==> src/rtl/ptp_tc_pkg.sv <==
package ptp_tc_pkg;
  localparam int unsigned REG_AW = 3;

  localparam logic [REG_AW-1:0] ADDR_CTRL   = 3'd0;
  localparam logic [REG_AW-1:0] ADDR_SEC    = 3'd1;
  localparam logic [REG_AW-1:0] ADDR_SUB    = 3'd2;
  localparam logic [REG_AW-1:0] ADDR_ADDEND = 3'd3;
  localparam logic [REG_AW-1:0] ADDR_INC    = 3'd4;

  localparam int unsigned CB_FINE   = 0;
  localparam int unsigned CB_DIG    = 1;
  localparam int unsigned CB_INIT   = 2;
  localparam int unsigned CB_UPD    = 3;
  localparam int unsigned CB_ADDEND = 4;

  // pending command set, bit order matches cmd_pending_o
  typedef struct packed {
    logic addend;
    logic upd;
    logic init;
  } cmd_t;
endpackage

==> src/rtl/ptp_tc_regs.sv <==
module ptp_tc_regs
  import ptp_tc_pkg::*;
#(
  parameter int unsigned DATA_W  = 32,
  parameter int unsigned SEC_W   = 32,
  parameter int unsigned SUB_W   = 31,
  parameter int unsigned ACC_W   = 32,
  parameter int unsigned INC_W   = 8,
  parameter int unsigned INC_LSB = 16
) (
  input  logic              clk,
  input  logic              rst,
  input  logic              wr_en,
  input  logic [REG_AW-1:0] wr_addr,
  input  logic [DATA_W-1:0] wr_data,
  output logic              fine_q,
  output logic              dig_q,
  output logic [SEC_W-1:0]  stg_sec,
  output logic [SUB_W-1:0]  stg_sub,
  output logic              stg_neg,
  output logic [ACC_W-1:0]  stg_addend,
  output logic [INC_W-1:0]  inc_q,
  output cmd_t              pend_q
);
  localparam int unsigned NEG_BIT = DATA_W - 1;

  logic wr_ctrl;
  cmd_t cmd_wr;

  always_comb begin
    wr_ctrl       = wr_en && (wr_addr == ADDR_CTRL);
    cmd_wr.init   = wr_data[CB_INIT];
    cmd_wr.upd    = wr_data[CB_UPD];
    cmd_wr.addend = wr_data[CB_ADDEND];
  end

  // commands live for exactly one cycle
  always_ff @(posedge clk) begin
    if (rst) begin
      pend_q <= '0;
    end else begin
      pend_q <= wr_ctrl ? cmd_wr : '0;
    end
  end

  always_ff @(posedge clk) begin
    if (rst) begin
      fine_q     <= 1'b0;
      dig_q      <= 1'b0;
      stg_sec    <= '0;
      stg_sub    <= '0;
      stg_neg    <= 1'b0;
      stg_addend <= '0;
      inc_q      <= '0;
    end else if (wr_en) begin
      unique case (wr_addr)
        ADDR_CTRL: begin
          fine_q <= wr_data[CB_FINE];
          dig_q  <= wr_data[CB_DIG];
        end
        ADDR_SEC:    stg_sec    <= wr_data[SEC_W-1:0];
        ADDR_SUB: begin
          stg_sub <= wr_data[SUB_W-1:0];
          stg_neg <= wr_data[NEG_BIT];
        end
        ADDR_ADDEND: stg_addend <= wr_data[ACC_W-1:0];
        ADDR_INC:    inc_q      <= wr_data[INC_LSB +: INC_W];
        default: ;
      endcase
    end
  end
endmodule

==> src/rtl/ptp_tc_rate.sv <==
module ptp_tc_rate #(
  parameter int unsigned ACC_W = 32
) (
  input  logic             clk,
  input  logic             rst,
  input  logic             fine,
  input  logic             ld_addend,
  input  logic [ACC_W-1:0] stg_addend,
  output logic             tick
);
  logic [ACC_W-1:0] acc_q;
  logic [ACC_W-1:0] act_q;
  logic [ACC_W:0]   acc_sum;

  always_comb begin
    acc_sum = {1'b0, acc_q} + {1'b0, act_q};
    tick    = fine ? acc_sum[ACC_W] : 1'b1;
  end

  always_ff @(posedge clk) begin
    if (rst) begin
      acc_q <= '0;
      act_q <= '0;
    end else begin
      acc_q <= acc_sum[ACC_W-1:0];
      if (ld_addend) act_q <= stg_addend;
    end
  end
endmodule

==> src/rtl/ptp_tc_time.sv <==
module ptp_tc_time #(
  parameter int unsigned     SEC_W   = 32,
  parameter int unsigned     SUB_W   = 31,
  parameter int unsigned     INC_W   = 8,
  parameter longint unsigned DIG_LIM = 1000000000
) (
  input  logic             clk,
  input  logic             rst,
  input  logic             dig,
  input  logic [INC_W-1:0] inc,
  input  logic             tick,
  input  logic             ld_init,
  input  logic             ld_upd,
  input  logic [SEC_W-1:0] stg_sec,
  input  logic [SUB_W-1:0] stg_sub,
  input  logic             stg_neg,
  output logic [SEC_W-1:0] sec_q,
  output logic [SUB_W-1:0] sub_q
);
  localparam int unsigned    LW      = SUB_W + 1;
  localparam logic [LW-1:0]  LIM_DIG = LW'(DIG_LIM);
  localparam logic [LW-1:0]  LIM_BIN = {1'b1, {SUB_W{1'b0}}};

  logic [LW-1:0]    lim;
  logic [SEC_W-1:0] base_sec, off_sec, sec_fix;
  logic [SUB_W-1:0] base_sub, off_sub, tick_sub;
  logic [LW-1:0]    off_sum, tick_sum;
  logic             off_ovf, tick_ovf;

  always_comb begin
    lim      = dig ? LIM_DIG : LIM_BIN;
    // a load feeds the offset adder so both commands compose
    base_sec = ld_init ? stg_sec : sec_q;
    base_sub = ld_init ? stg_sub : sub_q;

    off_sum  = {1'b0, base_sub} + {1'b0, stg_sub};
    off_ovf  = off_sum >= lim;
    off_sub  = off_ovf ? SUB_W'(off_sum - lim) : SUB_W'(off_sum);
    // subtract: the complement form already holds one extra second
    if (stg_neg) sec_fix = off_ovf ? '0 : '1;
    else         sec_fix = {{(SEC_W-1){1'b0}}, off_ovf};
    off_sec  = base_sec + stg_sec + sec_fix;

    tick_sum = {1'b0, sub_q} + {{(LW-INC_W){1'b0}}, inc};
    tick_ovf = tick_sum >= lim;
    tick_sub = tick_ovf ? SUB_W'(tick_sum - lim) : SUB_W'(tick_sum);
  end

  always_ff @(posedge clk) begin
    if (rst) begin
      sec_q <= '0;
      sub_q <= '0;
    end else if (ld_upd) begin
      sec_q <= off_sec;
      sub_q <= off_sub;
    end else if (ld_init) begin
      sec_q <= stg_sec;
      sub_q <= stg_sub;
    end else if (tick) begin
      sub_q <= tick_sub;
      if (tick_ovf) sec_q <= sec_q + 1'b1;
    end
  end
endmodule

==> src/rtl/ptp_time_counter.sv <==
module ptp_time_counter
  import ptp_tc_pkg::*;
#(
  parameter int unsigned     DATA_W  = 32,
  parameter int unsigned     SEC_W   = 32,
  parameter int unsigned     SUB_W   = 31,
  parameter int unsigned     ACC_W   = 32,
  parameter int unsigned     INC_W   = 8,
  parameter int unsigned     INC_LSB = 16,
  parameter longint unsigned DIG_LIM = 1000000000
) (
  input  logic              clk,
  input  logic              rst,
  input  logic              wr_en,
  input  logic [2:0]        wr_addr,
  input  logic [DATA_W-1:0] wr_data,
  output logic [SEC_W-1:0]  sec_o,
  output logic [SUB_W-1:0]  subsec_o,
  output logic [2:0]        cmd_pending_o
);
  logic             fine_q, dig_q, stg_neg, tick;
  logic [SEC_W-1:0] stg_sec;
  logic [SUB_W-1:0] stg_sub;
  logic [ACC_W-1:0] stg_addend;
  logic [INC_W-1:0] inc_q;
  cmd_t             pend_q;

  ptp_tc_regs #(
    .DATA_W(DATA_W), .SEC_W(SEC_W), .SUB_W(SUB_W),
    .ACC_W(ACC_W), .INC_W(INC_W), .INC_LSB(INC_LSB)
  ) u_regs (
    .clk(clk), .rst(rst), .wr_en(wr_en), .wr_addr(wr_addr), .wr_data(wr_data),
    .fine_q(fine_q), .dig_q(dig_q), .stg_sec(stg_sec), .stg_sub(stg_sub),
    .stg_neg(stg_neg), .stg_addend(stg_addend), .inc_q(inc_q), .pend_q(pend_q)
  );

  ptp_tc_rate #(.ACC_W(ACC_W)) u_rate (
    .clk(clk), .rst(rst), .fine(fine_q), .ld_addend(pend_q.addend),
    .stg_addend(stg_addend), .tick(tick)
  );

  ptp_tc_time #(
    .SEC_W(SEC_W), .SUB_W(SUB_W), .INC_W(INC_W), .DIG_LIM(DIG_LIM)
  ) u_time (
    .clk(clk), .rst(rst), .dig(dig_q), .inc(inc_q), .tick(tick),
    .ld_init(pend_q.init), .ld_upd(pend_q.upd), .stg_sec(stg_sec),
    .stg_sub(stg_sub), .stg_neg(stg_neg), .sec_q(sec_o), .sub_q(subsec_o)
  );

  assign cmd_pending_o = pend_q;
endmodule

==> config.mk <==
export PLATFORM = sky130hd
export DESIGN_NAME = ptp_time_counter
export DESIGN_NICKNAME = d
export VERILOG_FILES = /design/src/rtl/ptp_tc_pkg.sv /design/src/rtl/ptp_tc_regs.sv /design/src/rtl/ptp_tc_rate.sv /design/src/rtl/ptp_tc_time.sv /design/src/rtl/ptp_time_counter.sv
export SDC_FILE = /design/constraint.sdc
export NUM_CORES = 1
export LEC_CHECK = 0
export BUFFER_PORTS_ARGS = -buffer_cell sky130_fd_sc_hd__buf_2
export CAP_MARGIN = 0
export CORE_MARGIN = 2
export CORE_UTILIZATION = 60
export CTS_BUF_LIST = sky130_fd_sc_hd__clkbuf_8
export DETAILED_ROUTE_END_ITERATION = 6
export HOLD_SLACK_MARGIN = 0.15
export PLACE_DENSITY = 0.78
export SKIP_LAST_GASP = 1
export SLEW_MARGIN = 30
export SYNTH_ARGS = -nofsm -noshare
export SYNTH_HDL_FRONTEND = slang
export SYNTH_HIERARCHICAL = 1
export SYNTH_SLANG_ARGS = --single-unit
==> constraint.sdc <==
create_clock -name clk -period 11.5 [get_ports clk]
set_input_delay 0.575 -clock clk [delete_from_list [all_inputs] [get_ports clk]]
set_output_delay 0.575 -clock clk [all_outputs]
set_load 0.03 [all_outputs]
# Word level (Yosys, flattened, before mapping)
# Cells that the tools add are included.
# W data, S select, Z words.
dict set report totals {
  ff_bits 236
  in_bits 38
  out_inout_bits 66
  wordCells 55
}
dict set report op_classes {
  add_sub_neg 8
  magnitude_cmp 2
  eq_ne 4
  muxes 15
  bitwise_logic 1
  reduce_logical 11
}
# cell n
set ops {}
lappend ops {{$mux W32} 8}
lappend ops {{$mux W31} 6}
lappend ops {{$add A32 B32 Y32} 2}
lappend ops {{$ge A32 B32 Y1} 2}
lappend ops {{$sub A31 B31 Y31} 2}
lappend ops {{$add A32 B32 Y33} 1}
lappend ops {{$add A31 B31 Y32} 1}
lappend ops {{$add A31 B8 Y32} 1}
lappend ops {{$add A32 B1 Y32 const B} 1}
lappend ops {{$reduce_and A2 Y1} 6}
lappend ops {{$eq A3 B2 Y1 const B} 2}
lappend ops {{$reduce_bool A3 Y1} 2}
lappend ops {{$eq A3 B1 Y1 const B} 1}
lappend ops {{$eq A3 B3 Y1 const B} 1}
lappend ops {{$logic_not A3 Y1} 1}
lappend ops {{$reduce_or A2 Y1} 1}
lappend ops {{$logic_and A1 B1 Y1} 1}
lappend ops {{$mux W1} 1}
lappend ops {{$not A1 Y1} 1}

# Logic depth before layout (Yosys ltp)
# Gate-level depths: netlist of run 1.
dict set report logic_depth {
  word_depth 7
  depth_mapped 47
  ltp_nobuf 41
}

# Cells and area by module
# Netlist of run 1, hierarchy kept.
# mod n_inst cells_each area_per_inst_um2 seq_area_each_um2
set modules_own_cells {}
lappend modules_own_cells {ptp_tc_time 1 1510 11360.9 1261.2}
lappend modules_own_cells {ptp_tc_regs 1 390 4341.7 2182.1}
lappend modules_own_cells {ptp_tc_rate 1 426 3712.3 1281.2}

# Worst setup path after synthesis of run 1
# Ideal clock, no wire load.
dict set report synth_path {
  kind {reg-to-reg}
  startpoint {register u_regs/pend_q[0] (netlist name)}
  endpoint {register u_time.sec_q[26]}
  setup_ps 130
  arrival_time_ps 10314
  t_required_ps 11370
  slack_ps 1056
  stages_incl_launch_ff 41
  n_path_buf 6
  synth_period_minus_slack_ps 10444
  cell_sequence {dfxtp_1 > buf_6 > clkbuf_1 > buf_1 > mux2_2 > ha_1 > buf_2 > a21oi_4 > nand2_1 > a221o_1 > o2111ai_1 > a31oi_1 > o41ai_1 > o21ai_0 > o21a_1 > nor2_1 > xnor2_1 > ha_1 > [... 5 more ...] > buf_4 > inv_2 > buf_6 > ha_1 > fa_1 > ha_1 > a21o_1 > a21oi_1 > a32oi_1 > a221o_1 > a311oi_1 > o21ai_0 > nand2_1 > a21oi_1 > a211o_1 > or2_2 > a32oi_1 > o22ai_1}
}
dict set report synth_via {
  elab_chain_cells 7
  elab_cells_between_ends 13
  cone_classes {add/sub: 3; order compare: 1; mux: 6; reduce/logical: 3}
}
# item line
set synth_lines {}
lappend synth_lines {{$mux W31} ptp_tc_time.sv:34} ;# base_sub = ld_init ? stg_sub : sub_q;
lappend synth_lines {{$add A31 B31 Y32} ptp_tc_time.sv:36} ;# off_sum = {1'b0, base_sub} + {1'b0, stg_sub};
lappend synth_lines {{$ge A32 B32 Y1} ptp_tc_time.sv:37} ;# off_ovf = off_sum >= lim;
lappend synth_lines {{$mux W32 (2 in a row)} ptp_tc_time.sv:40} ;# if (stg_neg) sec_fix = off_ovf ? '0 : '1;
lappend synth_lines {{$add A32 B32 Y32} ptp_tc_time.sv:42} ;# off_sec = base_sec + stg_sec + sec_fix;
lappend synth_lines {{$mux W32} ptp_tc_time.sv:53} ;# end else if (ld_upd) begin
lappend synth_lines {{to (signal assigned)} ptp_tc_time.sv:54} ;# sec_q <= off_sec;
lappend synth_lines {{to (signal assigned)} ptp_tc_time.sv:57} ;# sec_q <= stg_sec;
lappend synth_lines {{to (signal assigned)} ptp_tc_time.sv:61} ;# if (tick_ovf) sec_q <= sec_q + 1'b1;
lappend synth_lines {{to (decl)} ptp_tc_time.sv:17} ;# output logic [SEC_W-1:0] sec_q,
# Several ways; a longest one is shown, not always the timed one.
# A chain may end at the register's enable or synchronous reset.

# Worst setup path in the final report of run 1
dict set report layout_path {
  startpoint {register u_regs/pend_q[0] (netlist name)}
  endpoint {register u_time.sec_q[29]}
}
dict set report layout_via {
  elab_chain_cells 7
  elab_cells_between_ends 13
  cone_classes {add/sub: 3; order compare: 1; mux: 6; reduce/logical: 3}
}
# item line
set layout_lines {}
lappend layout_lines {{$mux W31} ptp_tc_time.sv:34}
lappend layout_lines {{$add A31 B31 Y32} ptp_tc_time.sv:36}
lappend layout_lines {{$ge A32 B32 Y1} ptp_tc_time.sv:37}
lappend layout_lines {{$mux W32 (2 in a row)} ptp_tc_time.sv:40}
lappend layout_lines {{$add A32 B32 Y32} ptp_tc_time.sv:42}
lappend layout_lines {{$mux W32} ptp_tc_time.sv:53}
# Several ways; a longest one is shown, not always the timed one.

==> impl_results.md, run 1 <==
- Outcome: finished, final reports clean
- Routability cong.: approximately 0.97
- Crit. End Element: flop
- Core Rows: 65
- Async set or reset register ratio after synthesis: 0%
- Leak: 9.26 nW
- Yosys reg bits: 236
- Layout cell share with drive strength beyond 1: 11.5%
- Least-Margin Pin Slew: just over 0.9 ns
- Reg2reg setup slack: 1.09 ns
- Drt pass-1 iters: 6
- Unrepaired setup endpoints after global routing: false
- Total power of the final layout: 2.06 mW
- Critical path arrival: 10.83 ns
- Commonest cells after routing, fill and taps aside: dfxtp_1 (233), nor2_1 (216), mux2i_1 (170), a21oi_1 (163), nand2b_1 (160)
- Commonest non-fill, non-tap cell in the layout: dfxtp_1
- Final Hold Viols: 0
- Final setup violation count: 0
- Multi-input logic area: ~14000 um^2
- Routed Antenna Nets: 0
- Clock slew at reported path FFs: about 0.070 ns
- Required @ worst endpoint: around 12 ns
- Top FF cell, synth: dfxtp_1
- Critical path startpoint category: flop
- Core box area: between 30000 and 40000 um^2
- Cell Count, Final, Fillers Out: 2811
- Starting Density: approximately three fifths
- CTS tree: done
- Post-synthesis instance area: 19400 um^2
- HPWL Detailed: 42500 um
- CTS Buf Count: 43
- Worst skew pair latency: 0.59 ns
- Gr usage total: 33.5%
- Setup CP Type: reg2reg
- FILL cells: 2809
- R2R depth: 39
- CP most frequent cell: a21oi_1
- Distinct cells, synth: 103
- Vias per std cell: ~6.3
- Pwr/cell area: just under 100 nW/um^2
- Fmax: about 96 MHz
- Die Y: 184 um
- Synth warn: 6
- IO Port Bufs: 103
- Routed len/inst: 20.3 um
- CTS root buf: clkbuf_8
- Synthesized area per cell: 8.35 um^2
- Hold Path Class: in2reg
- Post-synthesis sequential area ratio: 24.3%
- WHS Path Cells: 2
- Io pins: 104
- Slowest cell on crit path: dfxtp_4
- Syn_nets: 2532
- CP max stage delay: just under 0.8 ns
- Setup Buffers After CTS: 0
- Reg area: 4730 um^2
- Number of synthesized flops with an enable pin: 0
- DRT iter0 DRCs: 1283
- Largest net degree at the start of global routing: a little over 100
- Die area: 33800 um^2
- Total grt overflow: 0
- First-pass GRT wire length: 90000 um
- PnR worst setup slack: 1.09 ns
- Vias after detailed routing: roughly 18000
- Fin crit share: approximately nine tenths
- Total of cells resized after clock tree synthesis: 0
- Area delta synth->final: 7.28%
- Drt drc: 0
- Vias in the first global route: 16989
- Clock Skews: 0.0344 ns
- CTS Sinks: 236
- Die width: 184 um
- Worst slack, placed: 1.35 ns
- CTS Buffer Depth: 3
- Initial antenna violation count: 3
- Nets: 2584
- Setup TNS: 0 ns
- Final Critical Period: roughly 10 ns
- Rel. slew slack: 39.1%
- Pins over their slew limit: 0
- Max_cap viols: 0
- Total wire length after detailed routing: 57000 um
- Worst-path fanout max: 64
- DP Cell Count: 2735
- H-tree lvl count: 2
- Worst vdd ir: 0.107 mV
- Hold Buf Count CTS: 0
- Mapped Cells: 2326
registers in the layout (all words and copies together), names as in the netlist, 3 cells and up:
signal and count:
u_regs/stg_addend 32, u_time/sec_q 32, u_rate/acc_q 32, u_regs/stg_sec 32, u_regs/pend_q 3, u_regs/inc_q 8
u_regs/stg_sub 31, u_time/sub_q 31, u_rate/act_q 32
power by group:
| group | total, mW | leakage, nW | switching (mW) | internal (mW) |
|---|---|---|---|---|
| sequential | 0.870 | 1.91 | 0.0320 | 0.838 |
| clock | 0.764 | 0.473 | 0.369 | 0.395 |
| combinational | 0.426 | 6.87 | 0.254 | 0.172 |
| total | 2.06 | 9.26 | 0.655 | 1.41 |
metrics by stage:
stage / hold slack [ns] / area, um^2 / utilization [%]
after floorplan: 0.452 / 19400 / -
after global placement: 0.461 / 20000 / 63.1
after detailed placement: 0.468 / 20000 / 63.1
after CTS: 0.216 / 20800 / 65.6
after global routing: 0.239 / 20800 / 65.7
final: 0.251 / 20800 / 65.7
synthesized netlist by cell type, types with 6 or more instances:
cell type / number / share of area (%)
a211o_1: 7 / 0.32
a211oi_1: 33 / 1.3
a211oi_2: 11 / 0.71
a21boi_0: 8 / 0.31
a21o_1: 35 / 1.4
a21oi_1: 163 / 4.2
a221o_1: 6 / 0.31
a311oi_1: 6 / 0.27
a31oi_1: 12 / 0.39
a41oi_1: 6 / 0.27
and2_1: 12 / 0.39
and3_1: 27 / 0.87
buf_1: 11 / 0.21
buf_2: 18 / 0.46
buf_4: 13 / 0.50
buf_6: 8 / 0.46
clkbuf_1: 61 / 1.2
dfxtp_1: 236 / 24
fa_1: 35 / 3.6
ha_1: 133 / 8.6
inv_1: 74 / 1.4
mux2_2: 40 / 2.3
mux2i_1: 170 / 8.8
nand2_1: 144 / 2.8
nand2b_1: 160 / 5.2
nand3_1: 65 / 1.7
nand3b_1: 7 / 0.27
nand4_1: 19 / 0.61
nand4b_1: 6 / 0.27
nor2_1: 217 / 4.2
nor2b_1: 17 / 0.55
nor3_1: 49 / 1.3
nor4_1: 9 / 0.29
o2111ai_1: 7 / 0.32
o211ai_1: 24 / 0.93
o21a_1: 19 / 0.73
o21ai_0: 123 / 3.2
o21ai_1: 10 / 0.26
o21bai_1: 14 / 0.54
o22ai_1: 12 / 0.39
or3_1: 17 / 0.55
xnor2_1: 105 / 4.7
xor2_1: 52 / 2.3
final cells by class:
type,count,area share (%)
Antenna cell,2,0.0240
Timing Repair Buffer,122,3.19
Sequential cell,236,22.7
Tap cell,402,2.41
Inverter,76,1.37
Clock buffer,50,3.30
Multi-Input combinational cell,1899,66.4
Clock inverter,24,0.529
path summary, 6_finish.rpt:
path	endpoint	startpoint
max	u_time/sec_q[29]	u_regs/pend_q[0]
min	u_regs/pend_q[1]	wr_data[3]
max reg2reg	u_time/sec_q[29]	u_regs/pend_q[0]
min reg2reg	u_regs/stg_addend[6]	u_regs/stg_addend[6]
metal layers:
layer | global-route usage [%] | wire length, um | vias up
met5 | 0 | 25 | -
met1 | 42.2 | 24200 | 8358
met3 | 5.07 | 3460 | 175
met4 | 16.3 | 2670 | 4
met2 | 56.1 | 26700 | 638
li1 | - | - | 8478
cells by family (layout without fill, tap and decap cells):
| family | count (synthesis) | in the layout | share of synthesized area, % |
|---|---|---|---|
| adders and majority gates | 168 | 168 | 12.2 |
| other | 0 | 2 | 0 |
| xor gates and xnor gates | 157 | 157 | 7.08 |
| muxes | 211 | 211 | 11.2 |
| and+or+nand+nor | 790 | 790 | 20.9 |
| AOI/OAI and AO/OA | 573 | 573 | 19.9 |
| buffers and inverters | 191 | 272 | 4.44 |
| DFF | 236 | 236 | 24.3 |
critical path, delay by kind of cell (launching register included):
kind,cells,cell delay (ns)
AOI/OAI and AO/OA,19,4.42
adders and majority gates,7,2.60
and+or+nand+nor,8,1.52
DFF,1,0.78
muxes,1,0.41
xor gates and xnor gates,2,0.24
buffers and inverters,2,0.21
No activity file was read; power rests on OpenSTA's default activity.
==> run 2, diff against run 1 <==
Settings changed: ABC_AREA set to 1.
==> impl_results.md, run 2 <==
- List of most frequent post-synthesis cells: nand2_1 (972), nor2_1 (528), inv_1 (431), nand3_1 (309), dfxtp_1 (236) (was dfxtp_1 (236), nor2_1 (217), mux2i_1 (170), a21oi_1 (163), nand2b_1 (160))
- Die Y: 193 um (was 184 um)
- Post-synthesis sequential area ratio: 22.1% (was 24.3%)
- Number of synthesized flops with an enable pin: 0 (unchanged)
- Vias after detailed routing: 23955 (was 17653)
- Required @ worst endpoint: 12.05 ns (was 11.92 ns)
- DRT iter0 DRCs: 2554 (was 1283)
- Least-Margin Pin Slew: 0.915 ns (was 0.914 ns)
- Yosys top cell area share: 22.1% (was 24.3%)
- CP max stage delay: 0.70 ns (was 0.78 ns)
- Routed len/inst: 17.9 um (was 20.3 um)
- Pwr/cell area: 117 nW/um^2 (was 98.9 nW/um^2)
- Pins over their slew limit: 0 (unchanged)
- Hold Buf Count CTS: 0 (unchanged)
- DP Cell Count: 4033 (was 2735)
- Rel. slew slack: 39.0% (was 39.1%)
- CTS root buf: clkbuf_8 (unchanged)
- CTS Sinks: 236 (unchanged)
- Commonest non-fill, non-tap cell in the layout: nand2_1 (was dfxtp_1)
- Commonest cells after routing, fill and taps aside: nand2_1 (972), nor2_1 (527), inv_1 (437), nand3_1 (309), dfxtp_1 (233) (was dfxtp_1 (233), nor2_1 (216), mux2i_1 (170), a21oi_1 (163), nand2b_1 (160))
- CTS tree: done (unchanged)
- Slowest cell on crit path: dfxtp_4 (unchanged)
- Clock Skews: 0.0307 ns (was 0.0344 ns)
- Setup Buffers After CTS: 0 (unchanged)
- Reg2reg setup slack: 2.18 ns (was 1.09 ns)
- Area delta synth->final: 7.54% (was 7.28%)
- Largest net degree at the start of global routing: 99 (was 103)
- Die area: 37100 um^2 (was 33800 um^2)
- Drt pass-1 iters: 6 (unchanged)
- Comb pwr share: 33.0% (was 20.7%)
- Final Critical Period: 9.32 ns (was 10.41 ns)
- Switching Share: 38.9% (was 31.8%)
- Post-synthesis instance area: 21400 um^2 (was 19400 um^2)
- Unrepaired setup endpoints after global routing: false (unchanged)
- Drt drc: 0 (unchanged)
- Crit. End Element: flop (unchanged)
- Leak: 12.0 nW (was 9.26 nW)
- Top FF cell, synth: dfxtp_1 (unchanged)
- Fin crit share: 81.1% (was 90.5%)
- Starting Density: 60.5% (was 61.2%)
- Core box area: 35300 um^2 (was 31700 um^2)
- CTS Buf Count: 41 (was 43)
- Initial antenna violation count: 0 (was 3)
- Clock slew at reported path FFs: 0.06 ns (was 0.07 ns)
- Critical path startpoint category: flop (unchanged)
- Final Hold Viols: 0 (unchanged)
- Synthesized area per cell: 5.99 um^2 (was 8.35 um^2)
- Worst vdd ir: 0.108 mV (was 0.107 mV)
- Gr usage total: 38.9% (was 33.5%)
- Async set or reset register ratio after synthesis: 0% (unchanged)
- Cells taking the most area after synthesis: dfxtp_1 (22%), nand2_1 (17%), nor2_1 (9.3%), ha_1 (7.8%), inv_1 (7.6%) (was dfxtp_1 (24%), mux2i_1 (8.8%), ha_1 (8.6%), nand2b_1 (5.2%), xnor2_1 (4.7%))
- Worst-path fanout max: 61 (was 64)
- Total power of the final layout: 2.70 mW (was 2.06 mW)
- Die width: 193 um (was 184 um)
- H-tree lvl count: 2 (unchanged)
- Hold Path Class: in2reg (unchanged)
- Layout cell share with drive strength beyond 1: 8.26% (was 11.5%)
- Net switching power: 1.05 mW (was 655 uW)
- Cell Count, Final, Fillers Out: 4105 (was 2811)
- CTS Buffer Depth: 3 (unchanged)
- Vias in the first global route: 21679 (was 16989)
- Io pins: 104 (unchanged)
- Critical path arrival: 9.87 ns (was 10.83 ns)
- HPWL Detailed: 56600 um (was 42500 um)
- Distinct cells, synth: 57 (was 103)
- Total of cells resized after clock tree synthesis: 0 (unchanged)
- Nets: 3821 (was 2584)
- Max_cap viols: 0 (unchanged)
- Synth warn: 6 (unchanged)
- Syn_nets: 3775 (was 2532)
- First-pass GRT wire length: 113000 um (was 90000 um)
- Worst skew pair latency: 0.63 ns (was 0.59 ns)
- Reg power frac: 33.8% (was 42.2%)
- Post-synth top area cell: dfxtp_1 (unchanged)
- Setup TNS: 0 ns (unchanged)
- Core Rows: 69 (was 65)
- CP most frequent cell: nand2_1 (was a21oi_1)
- Yosys reg bits: 236 (unchanged)
- Int Pwr: 1.65 mW (was 1.41 mW)
- Mapped Cells: 3569 (was 2326)
- Total grt overflow: 0 (unchanged)
- Tightest hold margin: 0.281 ns (was 0.251 ns)
- Top cell family by delay on the critical path: simple AND/OR/NAND/NOR gates (was compound AO/OA/AOI/OAI gates)
- Total wire length after detailed routing: 73700 um (was 57000 um)
- Vias per std cell: 5.84 (was 6.28)
- IO Port Bufs: 103 (unchanged)
- Diodes inserted: 0 (was 2)
- Clock power frac: 33.2% (was 37.1%)
- Most common cell in the netlist: nand2_1 (was dfxtp_1)
- Routed Antenna Nets: 0 (unchanged)
- Setup CP Type: reg2reg (unchanged)
- Routability cong.: 1.14 (was 0.966)
- Outcome: finished, final reports clean (unchanged)
- Worst Path Buf+Inv: 7 (was 2)
- Final setup violation count: 0 (unchanged)
- Fmax: 107 MHz (was 96.1 MHz)
==> run 2: per-stage QoR <==
stage | worst slack [ns] | cell area [um^2] | utilization (%)
2_1_floorplan | 3.27 | 21400 | -
3_3_place_gp | 2.61 | 22000 | 62.4
3_5_place_dp | 2.42 | 22000 | 62.4
4_1_cts | 2.36 | 23000 | 65.1
5_1_grt | 1.41 | 23000 | 65.1
6_report | 2.18 | 23000 | 65.1
==> run 2: worst reg2reg max path: cells and delay by family, from the launching register on <==
family | cells | cell delay, ns
buffers and inverters | 7 | 1.62
XOR/XNOR | 1 | 0.17
adder cells (fa/ha/maj) | 5 | 2.24
AND/OR/NAND/NOR | 24 | 3.21
AO/OA/AOI/OAI | 8 | 1.36
flip-flops | 1 | 0.70
==> run 2: worst paths after layout <==
kind,startpoint,to,depth (start not counted)
worst max-delay path,u_regs/pend_q[0],u_time/sec_q[27],45
worst min-delay path,wr_data[3],u_regs/pend_q[1],3
worst max register to register,u_regs/pend_q[0],u_time/sec_q[27],45
worst min register to register,u_regs/stg_addend[18],u_regs/stg_addend[18],2
==> run 2: cells by family after synthesis <==
kind of cell | after synthesis | synth area share (%)
flops | 236 | 22.1
buf+inv | 571 | 10.6
simple gates | 1983 | 39.1
fa+ha+maj | 168 | 11.1
compound gates | 534 | 14.0
xor+xnor | 77 | 3.16
==> run 2: final cells by class <==
type / count / area (um^2)
Timing Repair Buffer: 117 / 621
Fill cell: 3357 / 12300
Inverter: 457 / 1720
Multi-Input combinational cell: 2762 / 14400
Clock inverter: 23 / 262
Clock buffer: 49 / 674
Tap cell: 461 / 577
Sequential cell: 236 / 4730
==> run 2: per-layer routing <==
layer	up-vias	share of wire, %	global-route usage [%]
met5	-	0	0
met4	0	6.2	23.2
met3	251	9.6	7.89
met2	1205	44	61.3
met1	10914	40	49.0
li1	11585	-	-
==> run 2: power by group through the flow <==
stage          Clock (mW)  Sequential [mW]  Combinational, mW
2_1_floorplan           0            0.944              0.621
3_3_place_gp            0            0.925              0.847
3_5_place_dp            0            0.926              0.866
4_1_cts             0.902            0.909              0.870
5_1_grt             0.936            0.914              0.986
6_report            0.896            0.911              0.891
